File: config.mk
export PLATFORM = sky130hd
export DESIGN_NAME = alu_slice
export DESIGN_NICKNAME = d
export VERILOG_FILES = /design/src/rtl/alu_slice_pkg.sv /design/src/rtl/alu_slice_operand.sv /design/src/rtl/alu_slice_adder.sv /design/src/rtl/alu_slice_logic.sv /design/src/rtl/alu_slice.sv
export SDC_FILE = /design/constraint.sdc
export NUM_CORES = 1
export LEC_CHECK = 0
export ABC_AREA = 1
export BUFFER_PORTS_ARGS = -buffer_cell sky130_fd_sc_hd__buf_4
export CORE_AREA = 2 2 39 41
export DETAILED_ROUTE_END_ITERATION = 10
export DIE_AREA = 0 0 41 43
export GPL_TIMING_DRIVEN = 0
export MAX_ROUTING_LAYER = met4
export PLACE_DENSITY_LB_ADDON = 0.08
export SYNTH_ARGS = -nofsm -noshare
export SYNTH_HDL_FRONTEND = slang
export SYNTH_SLANG_ARGS = --single-unit
File: constraint.sdc
create_clock -name vclk -period 3.4
set_input_delay 0.68 -clock vclk [all_inputs]
set_output_delay 0.68 -clock vclk [all_outputs]
set_load 0.05 [all_outputs]
File: src/rtl/alu_slice_pkg.sv
package alu_slice_pkg;

  typedef enum logic [2:0] {
    OP_CLEAR  = 3'b000,
    OP_B_SUBA = 3'b001,
    OP_A_SUBB = 3'b010,
    OP_ADD    = 3'b011,
    OP_XOR    = 3'b100,
    OP_OR     = 3'b101,
    OP_AND    = 3'b110,
    OP_SET    = 3'b111
  } alu_op_e;

  function automatic logic op_is_arith(input logic [2:0] code);
    return (code == OP_B_SUBA) || (code == OP_A_SUBB) || (code == OP_ADD);
  endfunction

  function automatic logic op_is_bitwise(input logic [2:0] code);
    return (code == OP_XOR) || (code == OP_OR) || (code == OP_AND);
  endfunction

endpackage

File: src/rtl/alu_slice_operand.sv
module alu_slice_operand
  import alu_slice_pkg::*;
#(
  parameter int WIDTH = 4
) (
  input  logic [2:0]       func_sel,
  input  logic [WIDTH-1:0] opnd_a,
  input  logic [WIDTH-1:0] opnd_b,
  output logic [WIDTH-1:0] add_x,
  output logic [WIDTH-1:0] add_y,
  output logic             arith_en
);

  always_comb begin
    arith_en = op_is_arith(func_sel);
    unique case (func_sel)
      OP_B_SUBA: begin add_x = opnd_b; add_y = ~opnd_a; end
      OP_A_SUBB: begin add_x = opnd_a; add_y = ~opnd_b; end
      OP_ADD:    begin add_x = opnd_a; add_y = opnd_b;  end
      default:   begin add_x = '0;     add_y = '0;      end
    endcase
  end


  always_comb begin
    if (func_sel == OP_B_SUBA) begin
      swap_order_chk: assert ((add_x == opnd_b) && ((add_y ^ opnd_a) == {WIDTH{1'b1}}))
        else $error("minuend/subtrahend routing wrong for B minus A");
    end
  end

endmodule

File: src/rtl/alu_slice_adder.sv
module alu_slice_adder #(
  parameter int WIDTH = 4
) (
  input  logic [WIDTH-1:0] add_x,
  input  logic [WIDTH-1:0] add_y,
  input  logic             cin,
  output logic [WIDTH-1:0] sum,
  output logic             carry_top,
  output logic             carry_msb_in,
  output logic             grp_p,
  output logic             grp_g
);

  logic [WIDTH:0]   rc;
  logic [WIDTH:0]   gc;
  logic [WIDTH-1:0] bit_p;
  logic [WIDTH-1:0] bit_g;

  assign rc[0] = cin;
  assign gc[0] = 1'b0;

  for (genvar i = 0; i < WIDTH; i++) begin : g_bit
    assign bit_p[i]  = add_x[i] | add_y[i];
    assign bit_g[i]  = add_x[i] & add_y[i];
    assign sum[i]    = add_x[i] ^ add_y[i] ^ rc[i];
    assign rc[i+1]   = bit_g[i] | ((add_x[i] ^ add_y[i]) & rc[i]);
    assign gc[i+1]   = bit_g[i] | (bit_p[i] & gc[i]);
  end

  assign carry_top    = rc[WIDTH];
  assign carry_msb_in = rc[WIDTH-1];
  assign grp_p        = &bit_p;
  assign grp_g        = gc[WIDTH];


  always_comb begin
    carry_lookahead_chk: assert (carry_top == (grp_g | (grp_p & cin)))
      else $error("ripple carry disagrees with group propagate/generate");
  end

endmodule

File: src/rtl/alu_slice_logic.sv
module alu_slice_logic
  import alu_slice_pkg::*;
#(
  parameter int WIDTH = 4
) (
  input  logic [2:0]       func_sel,
  input  logic [WIDTH-1:0] opnd_a,
  input  logic [WIDTH-1:0] opnd_b,
  output logic [WIDTH-1:0] logic_res
);

  always_comb begin
    unique case (func_sel)
      OP_XOR:  logic_res = opnd_a ^ opnd_b;
      OP_OR:   logic_res = opnd_a | opnd_b;
      OP_AND:  logic_res = opnd_a & opnd_b;
      OP_SET:  logic_res = {WIDTH{1'b1}};
      default: logic_res = '0;
    endcase
  end

endmodule

File: src/rtl/alu_slice.sv
module alu_slice
  import alu_slice_pkg::*;
#(
  parameter int WIDTH     = 4,
  parameter bit LOOKAHEAD = 1'b0
) (
  input  logic [WIDTH-1:0] opnd_a,
  input  logic [WIDTH-1:0] opnd_b,
  input  logic [2:0]       func_sel,
  input  logic             carry_in,
  output logic [WIDTH-1:0] result,
  output logic             carry_out,
  output logic             ovf_out,
  output logic             grp_prop_n,
  output logic             grp_gen_n
);

  logic [WIDTH-1:0] add_x;
  logic [WIDTH-1:0] add_y;
  logic             arith_en;
  logic [WIDTH-1:0] sum;
  logic             carry_top;
  logic             carry_msb_in;
  logic             grp_p;
  logic             grp_g;
  logic [WIDTH-1:0] logic_res;

  alu_slice_operand #(.WIDTH(WIDTH)) operand_i (
    .func_sel (func_sel),
    .opnd_a   (opnd_a),
    .opnd_b   (opnd_b),
    .add_x    (add_x),
    .add_y    (add_y),
    .arith_en (arith_en)
  );

  alu_slice_adder #(.WIDTH(WIDTH)) adder_i (
    .add_x        (add_x),
    .add_y        (add_y),
    .cin          (carry_in),
    .sum          (sum),
    .carry_top    (carry_top),
    .carry_msb_in (carry_msb_in),
    .grp_p        (grp_p),
    .grp_g        (grp_g)
  );

  alu_slice_logic #(.WIDTH(WIDTH)) logic_i (
    .func_sel  (func_sel),
    .opnd_a    (opnd_a),
    .opnd_b    (opnd_b),
    .logic_res (logic_res)
  );

  assign result = arith_en ? sum : logic_res;

  if (LOOKAHEAD) begin : g_lookahead
    assign grp_prop_n = ~(arith_en & grp_p);
    assign grp_gen_n  = ~(arith_en & grp_g);
    assign carry_out  = 1'b0;
    assign ovf_out    = 1'b0;
  end else begin : g_ripple
    assign grp_prop_n = 1'b1;
    assign grp_gen_n  = 1'b1;
    assign carry_out  = arith_en & carry_top;
    assign ovf_out    = arith_en & (carry_top ^ carry_msb_in);


    always_comb begin
      ovf_sign_chk: assert (ovf_out == (arith_en && (add_x[WIDTH-1] == add_y[WIDTH-1])
                                        && (sum[WIDTH-1] != add_x[WIDTH-1])))
        else $error("overflow flag disagrees with sign rule");
    end
  end


  always_comb begin
    if (!op_is_arith(func_sel)) begin
      quiet_flags_chk: assert (!carry_out && !ovf_out && grp_prop_n && grp_gen_n)
        else $error("cascade outputs active on a non-arithmetic code");
    end
  end


  always_comb begin
    if (func_sel == OP_CLEAR || func_sel == OP_SET) begin
      const_result_chk: assert (result == {WIDTH{func_sel[0]}})
        else $error("constant code produced wrong result");
    end
  end


  always_comb begin
    if (op_is_bitwise(func_sel)) begin
      bitwise_route_chk: assert (result == logic_res)
        else $error("bitwise code did not select the logic unit");
    end
  end

endmodule

; ---- Word level (Yosys, flattened, before mapping)
; Index checks and enable logic that the tools add are counted.
[op_classes]
eq_ne = 7
n_mux = 4
bitwise = 28
reduce_logical = 3
[ops]
columns = op, count
row1 = 4-bit case mux with 4 select lines, 1
row2 = 3-bit == test (second input constant), 4
row3 = 4-bit case mux with 3 select lines, 1
row4 = 1-bit AND, 10
row5 = 1-bit XOR, 9
row6 = 4-bit NOT, 2
row7 = 4-bit case mux with 2 select lines, 1
row8 = 3-bit by 2-bit == test with 1-bit output (second input constant), 2
row9 = 4-bit AND, 1
row10 = 4-bit 2-to-1 mux, 1
row11 = 1-bit bitwise OR, 4
row12 = 4-bit bitwise OR, 1
row13 = 4-bit XOR, 1
row14 = 3-bit by 1-bit == test with 1-bit output (second input constant), 1
row15 = 1-bit logical OR, 2
row16 = 2-bit OR reduction, 1
[totals]
reg_bits = 0
in_bits = 12
out_inout_bits = 8
word_cells = 42

; ---- Logic depth before layout (Yosys ltp)
; Gate-level depths: netlist of the first run.
[logic_depth]
ltp_word = 14
depth_mapped = 14
ltp_nobuf = 13

; ---- Hierarchy
; Synthesis of the first run repeated with hierarchy kept, for this count alone.
[hier_totals]
cells_unflattened = 131
hier_area_um2 = 845.8
[by_module_without_submodules]
columns = module, n_inst, cells_per_inst, area_each_um2, seq_area_each_um2
row1 = alu_slice_logic, 1, 41, 272.8, 0.0
row2 = alu_slice_adder, 1, 32, 265.3, 0.0
row3 = alu_slice_operand, 1, 36, 185.2, 0.0
row4 = alu_slice, 1, 22, 122.6, 0.0

; ---- Least setup slack after synthesis of the first run
; Ideal clock, no wire load.
[synth_path]
kind = input port to output port
startpoint = input port func_sel[2]
endpoint = output port ovf_out
t_arrival_ns = 3.318
t_required_ns = 2.720
setup_slack_ns = -0.598
stages = 12
path_buffers = 1
cell_sequence = buf_6 nor3_4 inv_2 o22ai_1 fa_1 inv_1 fa_1 fa_1 inv_1 fa_1 nand2_1 a21oi_1
[synth_between]
elab_chain_len = 14
word_cells_on_any_way = 26
cone_classes = 3 x eq/ne / 2 x mux / 18 x bitwise / 3 x reduce/logical
[synth_rtl]
columns = element, line
row1 = start: declaration, alu_slice.sv:9  ; input logic [2:0] func_sel,
row2 = 3-bit by 2-bit == test with 1-bit output, "alu_slice_pkg.sv:15, alu_slice_operand.sv:16"
row3 = 2-bit OR reduction (no source line), -
row4 = 4-bit case mux with 2 select lines, alu_slice_operand.sv:16  ; unique case (func_sel)
row5 = 1-bit XOR, alu_slice_adder.sv:26  ; assign rc[i+1] = bit_g[i] | ((add_x[i] ^ add_y[i]) & rc[i]);
row6 = 1-bit AND, alu_slice_adder.sv:26
row7 = 1-bit bitwise OR, alu_slice_adder.sv:26
row8 = 1-bit AND, alu_slice_adder.sv:26
row9 = 1-bit bitwise OR, alu_slice_adder.sv:26
row10 = 1-bit AND, alu_slice_adder.sv:26
row11 = 1-bit bitwise OR, alu_slice_adder.sv:26
row12 = 1-bit AND, alu_slice_adder.sv:26
row13 = 1-bit bitwise OR, alu_slice_adder.sv:26
row14 = 1-bit XOR, alu_slice.sv:66  ; assign ovf_out = arith_en & (carry_top ^ carry_msb_in);
row15 = 1-bit AND *, alu_slice.sv:66
row16 = end: declaration, alu_slice.sv:13  ; output logic ovf_out,
; Every way passes the cells marked *; elsewhere a longest branch is shown, timed or not.

; ---- Worst setup path in the final report of the first run
[layout_path]
startpoint = input port func_sel[2]
endpoint = output port result[3]
[layout_between]
elab_chain_len = 12
word_cells_on_any_way = 28
cone_classes = 7 x eq/ne / 4 x mux / 14 x bitwise / 3 x reduce/logical
[layout_rtl]
columns = element, line
row1 = 3-bit by 2-bit == test with 1-bit output, "alu_slice_pkg.sv:15, alu_slice_operand.sv:16"
row2 = 2-bit OR reduction (no source line), -
row3 = 4-bit case mux with 2 select lines, alu_slice_operand.sv:16
row4 = 1-bit XOR, alu_slice_adder.sv:26
row5 = 1-bit AND, alu_slice_adder.sv:26
row6 = 1-bit bitwise OR, alu_slice_adder.sv:26
row7 = 1-bit AND, alu_slice_adder.sv:26
row8 = 1-bit bitwise OR, alu_slice_adder.sv:26
row9 = 1-bit AND, alu_slice_adder.sv:26
row10 = 1-bit bitwise OR, alu_slice_adder.sv:26
row11 = 1-bit XOR, alu_slice_adder.sv:25  ; assign sum[i] = add_x[i] ^ add_y[i] ^ rc[i];
row12 = 4-bit 2-to-1 mux *, alu_slice.sv:55  ; assign result = arith_en ? sum : logic_res;
row13 = end: declaration, alu_slice.sv:11  ; output logic [WIDTH-1:0] result,
; Marks and branches as above.

==> qor.csv, run 1 <==
stage;metric;value;unit
floorplanning;placementRows;14;
routing;drtIter0Drc;15;
routing;antenna_left;0;
final_layout;synthToLayoutAreaGrowth;54.0;%
sta;holdWs;1.79;ns
pwr;intPower;0.0581;mW
yosys;syn-instance-count;96;
final_layout;layout_common_cells;20 x buf_4, 16 x inv_1, 16 x nor2_1;
grt;grt_max_degree;11;
yosys;yosysUniqueCellTypes;19;
yosys;yosysSeqAreaShare;0;%
run_status;status;finished with violations;
final_layout;layout-drive-gt1-share;43.3;%
place;place_area;800;um^2
setup_path;end_kind;output pin;
routing;viasPerCell;4.82;
setup_path;critPathRequiredTime;2.72;ns
yosys;yosys_warnings;0;
run_status;violations;negative setup slack;
hold_path;worstHoldStart;func_sel[0];
grt;grt_pass1_vias;581;
routing;dr.pass1.iters;4;
routing;vias;656;
place;dp_cells;128;
yosys;synth_top_area_cell;ha_1;
pwr;switching_share;59.8;%
sta;clock.fmax;270;MHz
yosys;netlist_area;596;um^2
grt;antenna_found_initial;0;
pwr;power_frac_seq;0;%
sta;setup-violations-final;3;
floorplanning;io_pins;20;
job;cap_viol_max_count;0;
yosys;synth.area.top_cells;ha_1 17%, fa_1 13%, inv_1 13%, nor2_1 11%, nand2_1 9.5%;
final_layout;layout.cells.non_filler;136;
floorplanning;start_util;43.0;%
setup_path;arrival;3.03;ns
grt;grt-ovfl-total;0;
routing;drc;0;
place;gp_congestion;0.795;
sta;fin_crit_sh;109;%
final_layout;clockBufferCount;0;
final_layout;final_area;917;um^2
grt;track_usage;19.6;%
pwr;vdd_drop_max;0.0000780;V
pwr;powerDensity;158;nW/um^2
pwr;p_leak;0.478;nW
final_layout;fin_nets;146;
grt;grt_first_pass_wirelength;2.39;mm
setup_path;crit_start;func_sel[2];
routing;wl_per_cell;11.3;um
yosys;synth_largest_type_area_fraction;16.8;%
floorplanning;die-area;1760;um^2
pwr;switchingPower;0.0865;mW
place;dpl.hpwl;1.08;mm
routing;wirelength;1.54;mm
sta;slew_violations;0;
floorplanning;die-height;43;um
final_layout;n_antenna_cell;0;
place;place.port_buffers;15;
setup_path;path_class;in -> out;
final_layout;post-route-util;66.3;%
hold_path;hp-class;in -> out;
yosys;avgSynthCellArea;6.20;um^2
sta;fin_crit;3.71;ns
final_layout;design.seq.count;0;
setup_path;startpoint_type;primary input;
sta;finalHoldViolations;0;
pwr;clkPwrFrac;0;%
pwr;comb_power_share;100.0;%
floorplanning;core-area;1380;um^2
sta;fin_ws;-0.309;ns
setup_path;critPathMaxFanout;7;
final_layout;final_common_cell;buf_4;
sta;rsz0062_at_grt;true;
floorplanning;die_w;41;um
final_layout;seqCellArea;0;um^2
worst max-delay path, cell delays in order:
cell and delay [ns]:
buf_12 0.12, nor3_4 0.26, inv_2 0.08, o22ai_2 0.12, fa_2 0.22, inv_2 0.04, fa_2 0.33, fa_2 0.37
inv_2 0.08, fa_2 0.43, nand2_2 0.09, nand3_4 0.07, buf_6 0.16
metal layers:
metal | wire length [um] | GRT usage, %
met5 | 0 | -
met1 | 690 | 25.6
met4 | 0 | 0
met2 | 805 | 34.7
met3 | 42 | 0
kinds of logic (layout without fill, tap and decap cells):
group	Yosys count	in the layout	share of synthesized area, %
fa+ha+maj	12	12	30.3
simple gates	42	42	31.9
other cells	1	2	0.630
buf+inv	28	51	22.5
compound gates	13	13	14.7
power by group through the flow:
stage | sequential (mW) | combinational, mW | clock (mW)
floorplan | 0 | 0.0945 | 0
global placement | 0 | 0.126 | 0
detailed placement | 0 | 0.128 | 0
CTS | 0 | 0.141 | 0
global route | 0 | 0.158 | 0
finish | 0 | 0.145 | 0
cell type report:
class	count	area, um^2
plain buffers	5	70.1
inverters	23	91.3
well taps	16	20.0
repair buffers	23	195
fillers	136	467
multi-input cells	69	541
stage by stage:
step	setup TNS (ns)	worst slack (ns)	power [mW]
4_1_cts	-0.638	-0.304	0.141
5_1_grt	-1.11	-0.419	0.158
3_3_place_gp	-0.906	-0.421	0.126
2_1_floorplan	-0.276	-0.169	0.0945
6_report	-0.665	-0.309	0.145
3_5_place_dp	-0.983	-0.434	0.128
repair_timing:
item / CTS / global route
pin swaps: 4 / 2
hold buffers: 0 / 0
setup endpoints to repair: 4 / 4
resized for setup: 13 / 4
buffers inserted: 9 / 0
worst paths after layout:
check | endpoint | depth (start not counted)
min | result[2] | 4
max | result[3] | 13
cell usage after synthesis (all sizes together):
cell,number
o211ai,6
nor2,20
nand3,6
inv,23
fa,4
conb,1
nand2,15
buf,5
ha,8
o22ai,2
o21ai,2
a22oi,2
a21oi,1
nor3,1
(Power assumes the default switching activity.)
==> run 2, diff against run 1 <==
- GPL_ROUTABILITY_DRIVEN: default -> 1
- clock period: 3.4 -> 3.8 ns (I/O delays scaled with it)
==> run 2 against run 1 <==
  * The flow still finishes with violations (negative setup slack)
  * First-iteration DRC count down 47%
  * Global-route usage down 1.5 points
  * Non-clock buffer count up 3
  * Via count up 1.1%
  * Critical path type unchanged
  * Critical endpoint unchanged
==> qor.csv, run 2 (same netlist as run 1, synthesis figures left out) <==
stage;metric;value;unit;change
routing;m1WireLength;675;um;was 690 um
final_layout;fillCellCount;133;;was 136
final_layout;clockBufferCount;0;;unchanged
setup_path;path_cells;buf_6 > inv_1 > nand3_2 > o211ai_1 > fa_2 > inv_2 > fa_2 > fa_2 > inv_2 > fa_1 > nand2_2 > nand3_4 > buf_8;;was buf_12 > nor3_4 > inv_2 > o22ai_2 > fa_2 > inv_2 > fa_2 > fa_2 > inv_2 > fa_2 > nand2_2 > nand3_4 > buf_6
place;dpl.hpwl;1.07;mm;was 1.08 mm
routing;met2_length;790;um;was 805 um
setup_path;critPathMaxFanout;10;;was 7
place;place.port_buffers;15;;unchanged
pwr;comb_power_share;100.0;%;about the same
final_layout;fin_nets;149;;was 146
routing;antenna_left;0;;unchanged
routing;dr.pass1.iters;4;;unchanged
floorplanning;die-area;1760;um^2;unchanged
routing;viasPerCell;4.77;;was 4.82
sta;fin_ws;-0.109;ns;was -0.309 ns
grt;grt_max_degree;11;;unchanged
run_status;status;finished with violations;;unchanged
grt;antenna_found_initial;0;;unchanged
grt;track_usage;18.1;%;was 19.6%
pwr;clkPwrFrac;0;%;about the same
setup_path;slowest_stage;fa_1;;was fa_2
final_layout;layout_common_cells;25 x buf_4, 17 x inv_1, 16 x nor2_1;;was 20 x buf_4, 16 x inv_1, 16 x nor2_1
pwr;powerDensity;139;nW/um^2;was 158 nW/um^2
final_layout;seqCellArea;0;um^2;unchanged
setup_path;path_class;in -> out;;unchanged
run_status;violations;negative setup slack;;unchanged
setup_path;arrival;3.15;ns;was 3.03 ns
hold_path;hp-class;in -> out;;unchanged
setup_path;end_kind;output pin;;unchanged
final_layout;layout-drive-gt1-share;40.7;%;was 43.3%
routing;drtIter0Drc;8;;was 15
routing;wl_per_cell;10.8;um;was 11.3 um
place;dp_slack;-0.224;ns;was -0.434 ns
pwr;vdd_drop_max;0.0000790;V;was 0.0000780 V
pwr;switching_share;59.9;%;was 59.8%
place;gp_congestion;0.752;;was 0.795
grt;grt_first_pass_wirelength;2.24;mm;was 2.39 mm
sta;rsz0062_at_grt;true;;unchanged
pwr;intPower;0.0503;mW;was 0.0581 mW
floorplanning;placementRows;14;;unchanged
setup_path;path_depth;13;;unchanged
setup_path;timing.critical_path.buf_inv;5;;unchanged
setup_path;startpoint_type;primary input;;unchanged
routing;dr_wl_met3;33;um;was 42 um
pwr;power_frac_seq;0;%;about the same
sta;fin_crit_sh;103;%;
grt;grt_pass1_vias;549;;was 581
floorplanning;start_util;43.0;%;unchanged
floorplanning;io_pins;20;;unchanged
sta;setup-violations-final;2;;was 3
job;cap_viol_max_count;0;;unchanged
pwr;switchingPower;0.0753;mW;was 0.0865 mW
floorplanning;core-area;1380;um^2;unchanged
setup_path;cp_common_cell;fa_2;;unchanged
grt;grt-ovfl-total;0;;unchanged
final_layout;n_antenna_cell;0;;unchanged
setup_path;critPathRequiredTime;3.04;ns;was 2.72 ns
final_layout;synthToLayoutAreaGrowth;52.1;%;was 54.0%
setup_path;cp_slowest_stage_delay;0.39;ns;was 0.43 ns
sta;fin_tns_setup;-0.171;ns;was -0.665 ns
floorplanning;die-height;43;um;unchanged
sta;slew_violations;0;;unchanged
routing;vias;663;;was 656
hold_path;holdPathStages;4;;unchanged
pwr;p_leak;0.479;nW;was 0.478 nW
final_layout;design.seq.count;0;;unchanged
routing;drc;0;;unchanged
floorplanning;die_w;41;um;unchanged
sta;fin_crit;3.91;ns;
setup_path;critPathTopFamily;adder cells;;unchanged
sta;finalHoldViolations;0;;unchanged
routing;wirelength;1.50;mm;was 1.54 mm
routing;dr.max_layer_used;met3;;unchanged
sta;clock.fmax;256;MHz;
final_layout;final_common_cell;buf_4;;unchanged
==> run 2: cell count changes in the layout (fill, tap and decap cells not counted) <==
cell	previous run	this run
buf_12	2	1
buf_4	20	25
buf_6	4	3
fa_1	0	1
fa_2	4	3
inv_1	16	17
inv_4	2	0
inv_6	0	1
nand2_1	12	14
nand2_2	2	1
nand2_4	1	0
nand3_1	3	4
nand3_2	2	1
==> run 2: power groups by stage <==
| stage | registers [mW] | clock network (mW) | logic (mW) |
|---|---|---|---|
| 2_1_floorplan | 0 | 0 | 0.0809 |
| 3_3_place_gp | 0 | 0 | 0.109 |
| 3_5_place_dp | 0 | 0 | 0.111 |
| 4_1_cts | 0 | 0 | 0.117 |
| 5_1_grt | 0 | 0 | 0.138 |
| 6_report | 0 | 0 | 0.126 |
==> run 2: tightest hold or removal path: cells and delay by family <==
family                 cells  cell delay (ns)
AOI/OAI and AO/OA          1             0.08
buffers and inverters      2             0.28
and+or+nand+nor            1             0.08
==> run 2: final timing paths <==
| path | startpoint | slack, ns | to |
|---|---|---|---|
| worst max-delay path | func_sel[2] | -0.11 | result[3] |
| worst min-delay path | func_sel[0] | 1.96 | result[2] |
==> run 2: per-layer routing <==
layer  GRT usage [%]  up-vias
li1                -      352
met1            24.0      302
met2            31.6        9
met3               0        0
met4               0        0
met5               -        -
==> run 2: cell type report <==
type | count | area, um^2 | share of cell area, %
buffer | 5 | 61.3 | 6.77
inverter | 23 | 91.3 | 10.1
multi-input combinational | 69 | 523 | 57.7
tap | 16 | 20.0 | 2.21
timing repair buffer | 26 | 210 | 23.2
==> run 2: stage by stage <==
stage | area, um^2 | hold WS [ns] | instances | power (mW) | util [%]
after floorplan | 643 | 1.87 | 97 | 0.0809 | -
after global routing | 906 | 1.98 | 139 | 0.138 | 65.5
after global placement | 776 | 1.99 | 128 | 0.109 | 56.1
after detailed placement | 776 | 2.00 | 128 | 0.111 | 56.1
final | 906 | 1.96 | 139 | 0.126 | 65.5
after CTS | 828 | 2.00 | 132 | 0.117 | 59.9
==> run 2: timing repair <==
| item | 4_1_cts | 5_1_grt |
|---|---|---|
| setup endpoints to repair | 3 | 3 |
| gates resized for setup | 7 | 9 |
| pin swaps | 3 | 8 |
| hold buffers | 0 | 0 |
| setup buffers | 4 | 7 |
| gates cloned | 0 | 0 |
==> run 3, diff against run 2 <==
--- a/config.mk
+++ b/config.mk
@@ -8,7 +8,7 @@
 export ABC_AREA = 1
 export BUFFER_PORTS_ARGS = -buffer_cell sky130_fd_sc_hd__buf_4
-export CORE_AREA = 2 2 39 41
+export CORE_MARGIN = 2
+export CORE_UTILIZATION = 58
 export DETAILED_ROUTE_END_ITERATION = 10
-export DIE_AREA = 0 0 41 43
 export GPL_ROUTABILITY_DRIVEN = 1
 export GPL_TIMING_DRIVEN = 0
@@ -17,3 +17,4 @@
 export SYNTH_ARGS = -nofsm -noshare
 export SYNTH_HDL_FRONTEND = slang
+export SYNTH_HIERARCHICAL = 1
 export SYNTH_SLANG_ARGS = --single-unit
==> constraint.sdc (replaced) <==
create_clock -name vclk -period 3.8
set_input_delay 0 -clock vclk [all_inputs]
set_output_delay 0 -clock vclk [all_outputs]
set_load 0.05 [all_outputs]
==> run 3 against run 2 <==
  * Die area down 17%
  * Worst hold slack worse by 1.4 ns
  * Via count up 15%
  * The run now ends clean
  * Power down 5.6%
  * Largest power group unchanged
  * Critical path depth up 1
==> qor.csv, run 3 <==
stage;metric;value;unit;change
final_layout;multiInputGateArea;517;um^2;was 523 um^2
final_layout;clockBufferCount;0;;unchanged
hold_path;hp-class;in -> out;;unchanged
clock_network;holdBufCountCts;0;;unchanged
hold_path;holdPathStages;5;;was 4
floorplanning;core-area;1100;um^2;was 1380 um^2
sta;fin_crit_sh;69.0;%;was 103%
setup_path;cp_slowest_stage_delay;0.45;ns;was 0.39 ns
pwr;p_leak;0.492;nW;was 0.479 nW
pwr;comb_power_share;100.0;%;about the same
yosys;yosys_warnings;6;;was 0
setup_path;startpoint_type;primary input;;unchanged
sta;fin_tns_setup;0;ns;was -0.171 ns
grt;grt-ovfl-total;0;;unchanged
routing;vias;764;;was 663
grt;grt_first_pass_wirelength;2.85;mm;was 2.24 mm
pwr;switching_share;64.6;%;was 59.9%
setup_path;critPathMaxFanout;10;;unchanged
final_layout;n_antenna_cell;0;;unchanged
routing;viasPerCell;5.42;;was 4.77
setup_path;timing.critical_path.buf_inv;5;;unchanged
yosys;netlist_area;679;um^2;was 596 um^2
final_layout;design.seq.count;0;;unchanged
run_status;status;finished clean;;was finished with violations
setup_path;slowest_stage;fa_1;;unchanged
sta;clock.fmax;381;MHz;was 256 MHz
pwr;clkPwrFrac;0;%;about the same
pwr;vdd_drop_max;0.000113;V;was 0.0000790 V
final_layout;seqCellArea;0;um^2;unchanged
floorplanning;placementRows;12;;was 14
final_layout;layout_common_cells;31 x inv_1, 20 x buf_4, 13 x nand3_1;;was 25 x buf_4, 17 x inv_1, 16 x nor2_1
final_layout;fin_nets;153;;was 149
floorplanning;die_w;38.2;um;was 41 um
setup_path;path_class;in -> out;;unchanged
place;place.port_buffers;18;;was 15
pwr;intPower;0.0420;mW;was 0.0503 mW
setup_path;path_cells;buf_4 > buf_2 > nand3_1 > o22ai_1 > fa_1 > fa_1 > inv_1 > fa_1 > inv_1 > fa_1 > nand2_1 > nand2_2 > nor2_2 > buf_4;;was buf_6 > inv_1 > nand3_2 > o211ai_1 > fa_2 > inv_2 > fa_2 > fa_2 > inv_2 > fa_1 > nand2_2 > nand3_4 > buf_8
sta;finalHoldViolations;0;;unchanged
hold_path;hold_end;result[0];;was result[2]
place;dp_slack;1.19;ns;was -0.224 ns
final_layout;fillCellCount;91;;was 133
final_layout;final_common_cell;inv_1;;was buf_4
setup_path;cp_common_cell;fa_1;;was fa_2
floorplanning;die-height;38.2;um;was 43 um
clock_network;post_cts_buffers;0;;was 4
pwr;powerDensity;142;nW/um^2;was 139 nW/um^2
routing;wirelength;1.62;mm;was 1.50 mm
routing;drtIter0Drc;32;;was 8
setup_path;critPathTopFamily;adder cells;;unchanged
grt;track_usage;27.4;%;was 18.1%
pwr;switchingPower;0.0766;mW;was 0.0753 mW
final_layout;layout-drive-gt1-share;26.8;%;was 40.7%
pwr;power_frac_seq;0;%;about the same
grt;grt_max_degree;14;;was 11
hold_path;worstHoldStart;carry_in;;was func_sel[0]
place;gp_congestion;0.844;;was 0.752
setup_path;critPathRequiredTime;3.80;ns;was 3.04 ns
sta;rsz0062_at_grt;false;;was true
floorplanning;start_util;62.0;%;was 43.0%
routing;drc;0;;unchanged
floorplanning;io_pins;20;;unchanged
place;dpl.hpwl;1.37;mm;was 1.07 mm
routing;wl_per_cell;11.5;um;was 10.8 um
final_layout;synthToLayoutAreaGrowth;23.0;%;was 52.1%
floorplanning;die-area;1460;um^2;was 1760 um^2
routing;dr.pass1.iters;5;;was 4
routing;antenna_left;0;;unchanged
setup_path;end_kind;output pin;;unchanged
clock_network;cts_resized;0;;was 7
grt;grt_pass1_vias;668;;was 549
yosys;syn-instance-count;108;;was 96
yosys;avgSynthCellArea;6.29;um^2;was 6.20 um^2
sta;setup-violations-final;0;;was 2
setup_path;arrival;2.62;ns;was 3.15 ns
grt;antenna_found_initial;0;;unchanged
job;cap_viol_max_count;0;;unchanged
sta;fin_crit;2.62;ns;was 3.91 ns
sta;fin_ws;1.18;ns;was -0.109 ns
sta;slew_violations;0;;unchanged
## run 3: metal layers
metal,part of all wire [%],up-vias,track usage [%]
li1,-,385,-
met1,41,350,33.3
met2,54,29,53.4
met3,5.4,0,0
met4,0,0,0
met5,0,-,-
## run 3: worst max-delay path by stage
stage	depth (start not counted)	startpoint	slack, ns	to
global placement	14	func_sel[0]	1.27	ovf_out
floorplan	12	func_sel[0]	1.41	ovf_out
detailed placement	14	func_sel[0]	1.19	ovf_out
CTS	14	func_sel[0]	1.19	ovf_out
global route	14	func_sel[0]	1.04	ovf_out
finish	14	func_sel[0]	1.18	ovf_out
## run 3: stage by stage
| stage | hold slack [ns] | area [um^2] | util, % | power (mW) | cells |
|---|---|---|---|---|---|
| 3_3_place_gp | 0.515 | 836 | 76.3 | 0.114 | 141 |
| 2_1_floorplan | 0.343 | 683 | - | 0.0817 | 109 |
| 5_1_grt | 0.579 | 836 | 76.3 | 0.130 | 141 |
| 3_5_place_dp | 0.523 | 836 | 76.3 | 0.118 | 141 |
| 6_report | 0.524 | 836 | 76.3 | 0.119 | 141 |
| 4_1_cts | 0.525 | 836 | 76.3 | 0.118 | 141 |
## run 3: cell type report
cell class / instances / share of cell area, %
multi-input combinational: 71 / 61.8
timing repair buffer: 18 / 16.2
inverter: 33 / 14.8
buffer: 5 / 5.09
tap: 14 / 2.10
## run 3: power by group through the flow
| stage | combinational, mW | sequential (mW) | clock (mW) |
|---|---|---|---|
| floorplan | 0.0817 | 0 | 0 |
| global placement | 0.114 | 0 | 0 |
| detailed placement | 0.118 | 0 | 0 |
| CTS | 0.118 | 0 | 0 |
| global route | 0.130 | 0 | 0 |
| finish | 0.119 | 0 | 0 |
